$ cat config.mk
export PLATFORM = sky130hd
export DESIGN_NAME = perf_counter_bank
export DESIGN_NICKNAME = d
export VERILOG_FILES = /design/src/rtl/pmc_pkg.sv /design/src/rtl/pmc_event_sel.sv /design/src/rtl/pmc_counter.sv /design/src/rtl/pmc_csr.sv /design/src/rtl/perf_counter_bank.sv
export SDC_FILE = /design/constraint.sdc
export NUM_CORES = 2
export LEC_CHECK = 0
export BUFFER_PORTS_ARGS = -buffer_cell sky130_fd_sc_hd__buf_2
export CORE_MARGIN = 2
export CORE_UTILIZATION = 60
export CTS_BUF_LIST = sky130_fd_sc_hd__clkbuf_8
export DETAILED_ROUTE_END_ITERATION = 8
export GPL_ROUTABILITY_DRIVEN = 0
export HOLD_SLACK_MARGIN = 0.12
export PLACE_DENSITY = 0.88
export SETUP_SLACK_MARGIN = 0.1
export SLEW_MARGIN = 20
export SYNTH_ARGS = -nofsm -noshare
export SYNTH_HDL_FRONTEND = slang
export SYNTH_HIERARCHICAL = 1
export SYNTH_SLANG_ARGS = --single-unit
export TNS_END_PERCENT = 5
$ cat constraint.sdc
create_clock -name clk_i -period 4.3 [get_ports clk_i]
set_input_delay 0.86 -clock clk_i [delete_from_list [all_inputs] [get_ports clk_i]]
set_output_delay 0.86 -clock clk_i [all_outputs]
set_load 0.005 [all_outputs]
$ cat src/rtl/pmc_pkg.sv
package pmc_pkg;
  localparam int NUM_CNT   = 10;
  localparam int LO_RUN    = 8;
  localparam int HI_RUN    = NUM_CNT - LO_RUN;
  localparam int DATA_W    = 64;
  localparam int ADDR_W    = 4;
  localparam int LANE_W    = 8;
  localparam int NUM_EVT   = 2 ** LANE_W;
  localparam int FIRST_SEL = 2;
  localparam int SEL_LANES = 4;
  localparam int SEL_W     = SEL_LANES * LANE_W;

  localparam logic [ADDR_W-1:0] A_CTRL = 4'd10;
  localparam logic [ADDR_W-1:0] A_FILT = 4'd11;
  localparam logic [ADDR_W-1:0] A_SEL0 = 4'd12;
  localparam logic [ADDR_W-1:0] A_SEL1 = 4'd13;
  localparam logic [ADDR_W-1:0] A_STAT = 4'd14;

  localparam int CTRL_IACT  = 2;
  localparam int CTRL_EN_LO = 8;
  localparam int CTRL_IE_LO = 16;
  localparam int CTRL_EN_HI = 32;
  localparam int CTRL_IE_HI = 44;
  localparam int FILT_KRN   = 16;

  typedef enum logic [1:0] {
    IM_OFF  = 2'd0,
    IM_FAST = 2'd1,
    IM_RSV2 = 2'd2,
    IM_RSV3 = 2'd3
  } imode_e;
endpackage

$ cat src/rtl/pmc_event_sel.sv
module pmc_event_sel
  import pmc_pkg::*;
#(
  parameter int IDX = 2
) (
  input  logic [NUM_EVT-1:0] event_i,
  input  logic               instr_i,
  input  logic [LANE_W-1:0]  code_i,
  output logic               hit_o
);
  generate
    if (IDX == 0) begin : g_cycles
      assign hit_o = 1'b1;
    end else if (IDX == 1) begin : g_instr
      assign hit_o = instr_i;
    end else begin : g_coded
      assign hit_o = event_i[code_i];
    end
  endgenerate
endmodule

$ cat src/rtl/pmc_counter.sv
module pmc_counter #(
  parameter int CNT_W = 48
) (
  input  logic             clk_i,
  input  logic             rst_ni,
  input  logic             wr_i,
  input  logic [CNT_W-1:0] wdata_i,
  input  logic             inc_i,
  output logic [CNT_W-1:0] cnt_o,
  output logic             ovf_o
);
  localparam int MSB = CNT_W - 1;

  logic [CNT_W-1:0] cnt_q;
  logic [CNT_W-1:0] cnt_plus;

  assign cnt_plus = cnt_q + CNT_W'(1);
  assign ovf_o    = inc_i & ~wr_i & ~cnt_q[MSB] & cnt_plus[MSB];
  assign cnt_o    = cnt_q;

  always_ff @(posedge clk_i or negedge rst_ni) begin
    if (!rst_ni)    cnt_q <= '0;
    else if (wr_i)  cnt_q <= wdata_i;
    else if (inc_i) cnt_q <= cnt_plus;
  end

  p_write_wins_r10: assert property (@(posedge clk_i) disable iff (!rst_ni)
    wr_i |=> cnt_q == $past(wdata_i));
  p_step_r2: assert property (@(posedge clk_i) disable iff (!rst_ni)
    (inc_i && !wr_i) |=> cnt_q == $past(cnt_q) + CNT_W'(1));
  p_hold_r4: assert property (@(posedge clk_i) disable iff (!rst_ni)
    (!inc_i && !wr_i) |=> $stable(cnt_q));
  p_ovf_edge_r6: assert property (@(posedge clk_i) disable iff (!rst_ni)
    ovf_o |=> (cnt_q[MSB] && !$past(cnt_q[MSB])));
endmodule

$ cat src/rtl/pmc_csr.sv
module pmc_csr
  import pmc_pkg::*;
(
  input  logic                          clk_i,
  input  logic                          rst_ni,
  input  logic                          wr_i,
  input  logic [ADDR_W-1:0]             addr_i,
  input  logic [DATA_W-1:0]             wdata_i,
  input  logic [NUM_CNT-1:0]            ovf_i,
  output logic [NUM_CNT-1:0]            cnt_en_o,
  output logic [NUM_CNT-1:0]            usr_o,
  output logic [NUM_CNT-1:0]            krn_o,
  output logic [NUM_CNT-1:0][LANE_W-1:0] code_o,
  output logic [DATA_W-1:0]             rdata_o,
  output logic                          irq_o
);
  imode_e             mode_q;
  logic               iact_q;
  logic [NUM_CNT-1:0] en_q, ie_q, usr_q, krn_q, st_q;
  logic [SEL_W-1:0]   sel0_q, sel1_q;

  logic wr_ctrl, wr_filt, wr_sel0, wr_sel1, wr_stat;
  logic iact_set, iact_clr;
  logic [NUM_CNT-1:0] st_clr;

  assign wr_ctrl  = wr_i && (addr_i == A_CTRL);
  assign wr_filt  = wr_i && (addr_i == A_FILT);
  assign wr_sel0  = wr_i && (addr_i == A_SEL0);
  assign wr_sel1  = wr_i && (addr_i == A_SEL1);
  assign wr_stat  = wr_i && (addr_i == A_STAT);
  assign iact_set = |(ovf_i & ie_q);
  assign iact_clr = wr_ctrl & ~wdata_i[CTRL_IACT];
  assign st_clr   = wr_stat ? wdata_i[NUM_CNT-1:0] : '0;

  always_ff @(posedge clk_i or negedge rst_ni) begin
    if (!rst_ni) begin
      mode_q <= IM_OFF;
      en_q   <= '0;
      ie_q   <= '0;
    end else if (wr_ctrl) begin
      mode_q <= imode_e'(wdata_i[1:0]);
      en_q   <= {wdata_i[CTRL_EN_HI +: HI_RUN], wdata_i[CTRL_EN_LO +: LO_RUN]};
      ie_q   <= {wdata_i[CTRL_IE_HI +: HI_RUN], wdata_i[CTRL_IE_LO +: LO_RUN]};
    end
  end

  always_ff @(posedge clk_i or negedge rst_ni) begin
    if (!rst_ni) iact_q <= 1'b0;
    else         iact_q <= iact_set | (iact_q & ~iact_clr);
  end

  always_ff @(posedge clk_i or negedge rst_ni) begin
    if (!rst_ni) begin
      usr_q <= '0;
      krn_q <= '0;
    end else if (wr_filt) begin
      usr_q <= wdata_i[NUM_CNT-1:0];
      krn_q <= wdata_i[FILT_KRN +: NUM_CNT];
    end
  end

  always_ff @(posedge clk_i or negedge rst_ni) begin
    if (!rst_ni) begin
      sel0_q <= '0;
      sel1_q <= '0;
    end else begin
      if (wr_sel0) sel0_q <= wdata_i[SEL_W-1:0];
      if (wr_sel1) sel1_q <= wdata_i[SEL_W-1:0];
    end
  end

  always_ff @(posedge clk_i or negedge rst_ni) begin
    if (!rst_ni) st_q <= '0;
    else         st_q <= (st_q & ~st_clr) | ovf_i;
  end

  genvar gi;
  generate
    for (gi = 0; gi < NUM_CNT; gi++) begin : g_code
      if (gi < FIRST_SEL) begin : g_fixed
        assign code_o[gi] = '0;
      end else if (gi < FIRST_SEL + SEL_LANES) begin : g_lo
        assign code_o[gi] = sel0_q[(gi - FIRST_SEL) * LANE_W +: LANE_W];
      end else begin : g_hi
        assign code_o[gi] = sel1_q[(gi - FIRST_SEL - SEL_LANES) * LANE_W +: LANE_W];
      end
    end
  endgenerate

  always_comb begin
    rdata_o = '0;
    unique case (addr_i)
      A_CTRL: begin
        rdata_o[1:0]                    = mode_q;
        rdata_o[CTRL_IACT]              = iact_q;
        rdata_o[CTRL_EN_LO +: LO_RUN]   = en_q[LO_RUN-1:0];
        rdata_o[CTRL_IE_LO +: LO_RUN]   = ie_q[LO_RUN-1:0];
        rdata_o[CTRL_EN_HI +: HI_RUN]   = en_q[NUM_CNT-1:LO_RUN];
        rdata_o[CTRL_IE_HI +: HI_RUN]   = ie_q[NUM_CNT-1:LO_RUN];
      end
      A_FILT: begin
        rdata_o[NUM_CNT-1:0]            = usr_q;
        rdata_o[FILT_KRN +: NUM_CNT]    = krn_q;
      end
      A_SEL0:  rdata_o[SEL_W-1:0]   = sel0_q;
      A_SEL1:  rdata_o[SEL_W-1:0]   = sel1_q;
      A_STAT:  rdata_o[NUM_CNT-1:0] = st_q;
      default: rdata_o = '0;
    endcase
  end

  assign cnt_en_o = en_q;
  assign usr_o    = usr_q;
  assign krn_o    = krn_q;
  assign irq_o    = iact_q && (mode_q == IM_FAST);

  p_iact_hold_r7: assert property (@(posedge clk_i) disable iff (!rst_ni)
    (iact_q && !iact_clr) |=> iact_q);
  p_stat_capture_r6: assert property (@(posedge clk_i) disable iff (!rst_ni)
    (|ovf_i) |=> ((st_q & $past(ovf_i)) == $past(ovf_i)));
  p_stat_sticky_r6: assert property (@(posedge clk_i) disable iff (!rst_ni)
    !wr_stat |=> ((st_q & $past(st_q)) == $past(st_q)));
endmodule

$ cat src/rtl/perf_counter_bank.sv
module perf_counter_bank
  import pmc_pkg::*;
#(
  parameter int CNT_W = 48
) (
  input  logic              clk_i,
  input  logic              rst_ni,
  input  logic              csr_wr_i,
  input  logic [ADDR_W-1:0] csr_addr_i,
  input  logic [DATA_W-1:0] csr_wdata_i,
  output logic [DATA_W-1:0] csr_rdata_o,
  input  logic              priv_kernel_i,
  input  logic              instr_ret_i,
  input  logic [NUM_EVT-1:0] event_i,
  output logic              irq_o
);
  localparam int PAD_W = DATA_W - CNT_W;

  logic [NUM_CNT-1:0]             cnt_en, usr, krn, hit, inc, ovf, cwr;
  logic [NUM_CNT-1:0][LANE_W-1:0] code;
  logic [NUM_CNT-1:0][CNT_W-1:0]  cnt;
  logic [DATA_W-1:0]              csr_rd;

  pmc_csr u_csr (
    .clk_i    (clk_i),
    .rst_ni   (rst_ni),
    .wr_i     (csr_wr_i),
    .addr_i   (csr_addr_i),
    .wdata_i  (csr_wdata_i),
    .ovf_i    (ovf),
    .cnt_en_o (cnt_en),
    .usr_o    (usr),
    .krn_o    (krn),
    .code_o   (code),
    .rdata_o  (csr_rd),
    .irq_o    (irq_o)
  );

  genvar gi;
  generate
    for (gi = 0; gi < NUM_CNT; gi++) begin : g_cnt
      pmc_event_sel #(.IDX(gi)) u_sel (
        .event_i (event_i),
        .instr_i (instr_ret_i),
        .code_i  (code[gi]),
        .hit_o   (hit[gi])
      );

      assign inc[gi] = cnt_en[gi] & (priv_kernel_i ? krn[gi] : usr[gi]) & hit[gi];
      assign cwr[gi] = csr_wr_i && (csr_addr_i == ADDR_W'(gi));

      pmc_counter #(.CNT_W(CNT_W)) u_cnt (
        .clk_i   (clk_i),
        .rst_ni  (rst_ni),
        .wr_i    (cwr[gi]),
        .wdata_i (csr_wdata_i[CNT_W-1:0]),
        .inc_i   (inc[gi]),
        .cnt_o   (cnt[gi]),
        .ovf_o   (ovf[gi])
      );
    end
  endgenerate

  always_comb begin
    csr_rdata_o = csr_rd;
    for (int k = 0; k < NUM_CNT; k++) begin
      if (csr_addr_i == ADDR_W'(k)) csr_rdata_o = {{PAD_W{1'b0}}, cnt[k]};
    end
  end

  p_one_write_r1: assert property (@(posedge clk_i) disable iff (!rst_ni)
    $onehot0(cwr));
  p_irq_cause_r8: assert property (@(posedge clk_i) disable iff (!rst_ni)
    $rose(irq_o) |-> ($past(|ovf) || $past(csr_wr_i && csr_addr_i == A_CTRL)));
endmodule

==> results of run 1 <==
## stage by stage
stage               hold WS [ps]  instance area (µm²)  worst slack [ps]
floorplan                  448.6                56460             461.3
global placement           463.1                63530            -498.2
detailed placement         467.5                63530            -698.4
CTS                        201.3                66190            -78.22
## layer usage
metal,overflow,track usage
met4,2,0.5613
met2,4,0.7532
met5,0,0.3493
met3,0,0.5391
met1,1,0.6127
## what timing repair did
item,4_1_cts
setup buffers,18
pin swaps,36
endpoints found under the setup margin,266
gates cloned,1
gates resized for setup,124
==> impl_metrics.py, run 1 <==
metrics = {
    "synth": {
        "syn_area_mm2": 0.05636,
        "syn_avg_cell_area_um2": 9.477,
        "syn_inst": 5947,
        "ys.warnings.count": 6,
    },
    "clock_network": {
        "hold_buffers": 0,
        "cts_made_buffers": 98,
        "htreeDepth": 3,
        "cts_root_buffer": "clkbuf_8",
        "cts_buffer_depth": 3,
        "clock_sinks": 597,
    },
    "die": {
        "start_util": 0.6048,
        "io_pins": 394,
        "num_rows": 112,
        "die_height_um": 310.5,
        "die_w_um": 310.5,
    },
    "outcome": {
        "stop_error": "[ERROR GRT-0116] Global routing finished with congestion. Check the congestion regions in the DRC Viewer.",
        "haltStage": "global routing (5_1_grt)",
        "status": "stopped before the end",
    },
    "global_route": {
        "grt_pass1_vias": 68340,
        "grt_remaining_overflow": 7,
        "grt.total_usage": 0.6224,
        "grt_pass1_wl_um": 442900,
        "grt_max_degree": 95,
    },
    "placed_design": {
        "numPortBuffers": 361,
        "place_inst": 7789,
        "dp_hpwl_um": 188200,
    },
}
==> run 2: changes to the inputs <==
--- a/config.mk
+++ b/config.mk
@@ -7,13 +7,10 @@
 export LEC_CHECK = 0
 export BUFFER_PORTS_ARGS = -buffer_cell sky130_fd_sc_hd__buf_2
 export CORE_MARGIN = 2
-export CORE_UTILIZATION = 60
-export CTS_BUF_LIST = sky130_fd_sc_hd__clkbuf_8
+export CORE_UTILIZATION = 40
 export DETAILED_ROUTE_END_ITERATION = 8
 export GPL_ROUTABILITY_DRIVEN = 0
-export HOLD_SLACK_MARGIN = 0.12
-export PLACE_DENSITY = 0.88
-export SETUP_SLACK_MARGIN = 0.1
+export PLACE_DENSITY_LB_ADDON = 0.15
 export SLEW_MARGIN = 20
 export SYNTH_ARGS = -nofsm -noshare
 export SYNTH_HDL_FRONTEND = slang
==> run 2 against run 1 <==
Against the previous run: the flow now finishes, with violations (design-rule violations, negative setup slack); synthesized cell count unchanged; synthesized area unchanged.
==> impl_metrics.py, run 2 <==
metrics = {
    "pwr": {
        "power_density_mw_per_mm2": 437.2,
        "total_power_mw": 29.99,
        "p_leak_nw": 26.88,
        "peakVddDrop_mv": 0.3269,
    },
    "route": {
        "routed_wl_um": 292200,
        "drtAntennaViolNets": 0,
        "drc": 41,
        "routedWlPerCell_um": 33.88,
        "drt_pass1_iterations": 9,
        "vias": 59380,
        "routed_via_density": 6.885,
        "drt_iter0_drc": 9096,
    },
    "die": {
        "die-area_mm2": 0.1439,
        "num_rows": 137,
        "io_pins": 394,
        "core_area_mm2": 0.1397,
        "die_height_um": 379.4,
        "start_util": 0.4034,
        "die_w_um": 379.4,
    },
    "clock_network": {
        "clock_sinks": 597,
        "tritoncts": "yes",
        "cts_root_buffer": "clkbuf_16",
        "htreeDepth": 3,
        "cts_made_buffers": 71,
        "clkLatencyLatePin_ps": 660,
        "clk_pin_slew_ps": 60,
        "cts_buffer_depth": 3,
    },
    "outcome": {
        "violations": "design-rule violations, negative setup slack",
        "status": "complete, but fails checks",
    },
    "critical_path": {
        "reg2reg_depth": 18,
        "crit_required_ps": 4890,
        "path_class": "register to register",
        "critPathLaunchType": "register",
        "path_max_fanout": 8,
        "timing.rr.start": "u_csr/sel1_q[24]$_DFFE_PN0P_",
        "rrSetupSlack_ps": -120,
        "cp.arrival_ps": 5010,
        "rr_endpoint": "g_cnt[9].u_cnt/cnt_o[43]$_DFFE_PN0P_",
        "cp-end-kind": "register",
    },
    "final_layout": {
        "final_cells": 8625,
        "nets": 7014,
        "stdcell_area_mm2": 0.06859,
        "seq_area_mm2": 0.01500,
        "multi_input_area_mm2": 0.03938,
        "largest_reg_flops": 480,
        "layout-drive-gt1-share": 0.2934,
        "final_common_cell": "buf_4",
        "n_fill_cell": 13290,
        "final_cell_mix": "622 x buf_4, 578 x dfrtp_1, 570 x nand2_1",
        "area_growth_syn_to_layout_pct": 21.70,
    },
    "timing": {
        "period_share": 1.028,
        "setup_viol": 46,
        "worst_pin_slew_ps": 1222,
        "final-hold-violation-count": 0,
        "grt_setup_unrepaired": "true",
        "slew_headroom": 0.1744,
        "maxSlewViolCount": 0,
        "fmax_mhz": 226.3,
        "fin_crit_ps": 4418,
        "finalSetupTns_ps": -2293,
        "skew_ps": 29.56,
        "setup_ws_ps": -118.4,
    },
    "global_route": {
        "grt.total_usage": 0.3948,
        "grt_pass1_vias": 55700,
        "grt_remaining_overflow": 0,
        "grt_max_degree": 91,
        "antenna_found_initial": 30,
        "grt_pass1_wl_um": 410000,
    },
    "synth": {
        "syn_avg_cell_area_um2": 9.477,
        "syn_inst": 5947,
        "ys.warnings.count": 6,
        "syn_area_mm2": 0.05636,
    },
    "min_path": {
        "hp-class": "input pin to asynchronous set/reset pin",
    },
    "placed_design": {
        "numPortBuffers": 361,
        "dp_hpwl_um": 216100,
        "place_inst": 8447,
        "postPlaceCellArea_mm2": 0.06496,
    },
    "flow_run": {
        "drv_cap": 0,
    },
}
-- run 2: area by class of cell --
| class | count | area share |
|---|---|---|
| Tap cell | 1876 | 0.03422 |
| Clock buffer | 106 | 0.02973 |
| Timing Repair Buffer | 1137 | 0.1361 |
| Sequential cell | 597 | 0.2187 |
| Antenna cell | 21 | 0.0007661 |
| Clock inverter | 20 | 0.003338 |
| Inverter | 53 | 0.002955 |
| Multi-Input combinational cell | 4815 | 0.5742 |
-- run 2: metal layers --
metal  GRT usage  part of all wire  vias to the layer above
li1            -                 -                    24520
met1      0.4710              0.35                    29170
met2      0.5982              0.43                     4460
met3      0.1264              0.12                     1211
met4      0.2862             0.091                       12
met5    0.001029           0.00044                        -
-- run 2: worst max path at each step --
stage / from / end / slack, ps / cells past startpoint
CTS: u_csr/sel1_q[16]$_DFFE_PN0P_ / g_cnt[8].u_cnt/cnt_o[47]$_DFFE_PN0P_ / -70 / 18
global placement: event_i[205] / g_cnt[6].u_cnt/cnt_o[43]$_DFFE_PN0P_ / -610 / 16
floorplan: u_csr/sel0_q[16]$_DFFE_PN0P_ / g_cnt[4].u_cnt/cnt_o[43]$_DFFE_PN0P_ / 460 / 17
finish: u_csr/sel1_q[24]$_DFFE_PN0P_ / g_cnt[9].u_cnt/cnt_o[43]$_DFFE_PN0P_ / -120 / 18
detailed placement: event_i[205] / g_cnt[6].u_cnt/cnt_o[43]$_DFFE_PN0P_ / -630 / 16
global route: u_csr/sel1_q[16]$_DFFE_PN0P_ / g_cnt[8].u_cnt/cnt_o[47]$_DFFE_PN0P_ / -170 / 18
-- run 2: critical path, cell delays in order, from the launching register on --
cell,delay [ps]
dfrtp_4,550
buf_12,170
buf_12,150
mux4_2,360
a22o_1,250
o41ai_2,80
a31oi_1,200
nor4_2,80
buf_4,170
a31oi_4,200
buf_6,150
nand2_1,80
nor2_4,130
buf_12,160
nand4_1,120
or4_4,440
or4_4,530
or4_1,420
nand3_1,90
-- run 2: where the power goes --
| group | internal, mW | switching [mW] | leakage (nW) | total [mW] |
|---|---|---|---|---|
| Clock | 3.52 | 2.66 | 1.11 | 6.18 |
| Combinational | 6.51 | 7.82 | 18.3 | 14.3 |
| Sequential | 6.91 | 2.58 | 7.43 | 9.48 |
-- run 2: timing repair --
item,CTS,global route
hold buffers,0,0
setup endpoints to repair,154,209
hold endpoints to repair,0,0
pin swaps,22,43
setup buffers,9,24
gates resized for setup,80,142
gates cloned,0,2
-- run 2: stage by stage --
step,hold slack [ps],util,worst slack [ps]
after floorplan,448.6,-,461.3
after global placement,460.7,0.4650,-607.2
after detailed placement,464.3,0.4650,-631.0
after CTS,254.1,0.4843,-65.86
after global routing,282.9,0.4907,-170.5
final,250.8,0.4910,-118.4
No activity file was read; power rests on OpenSTA's default activity.
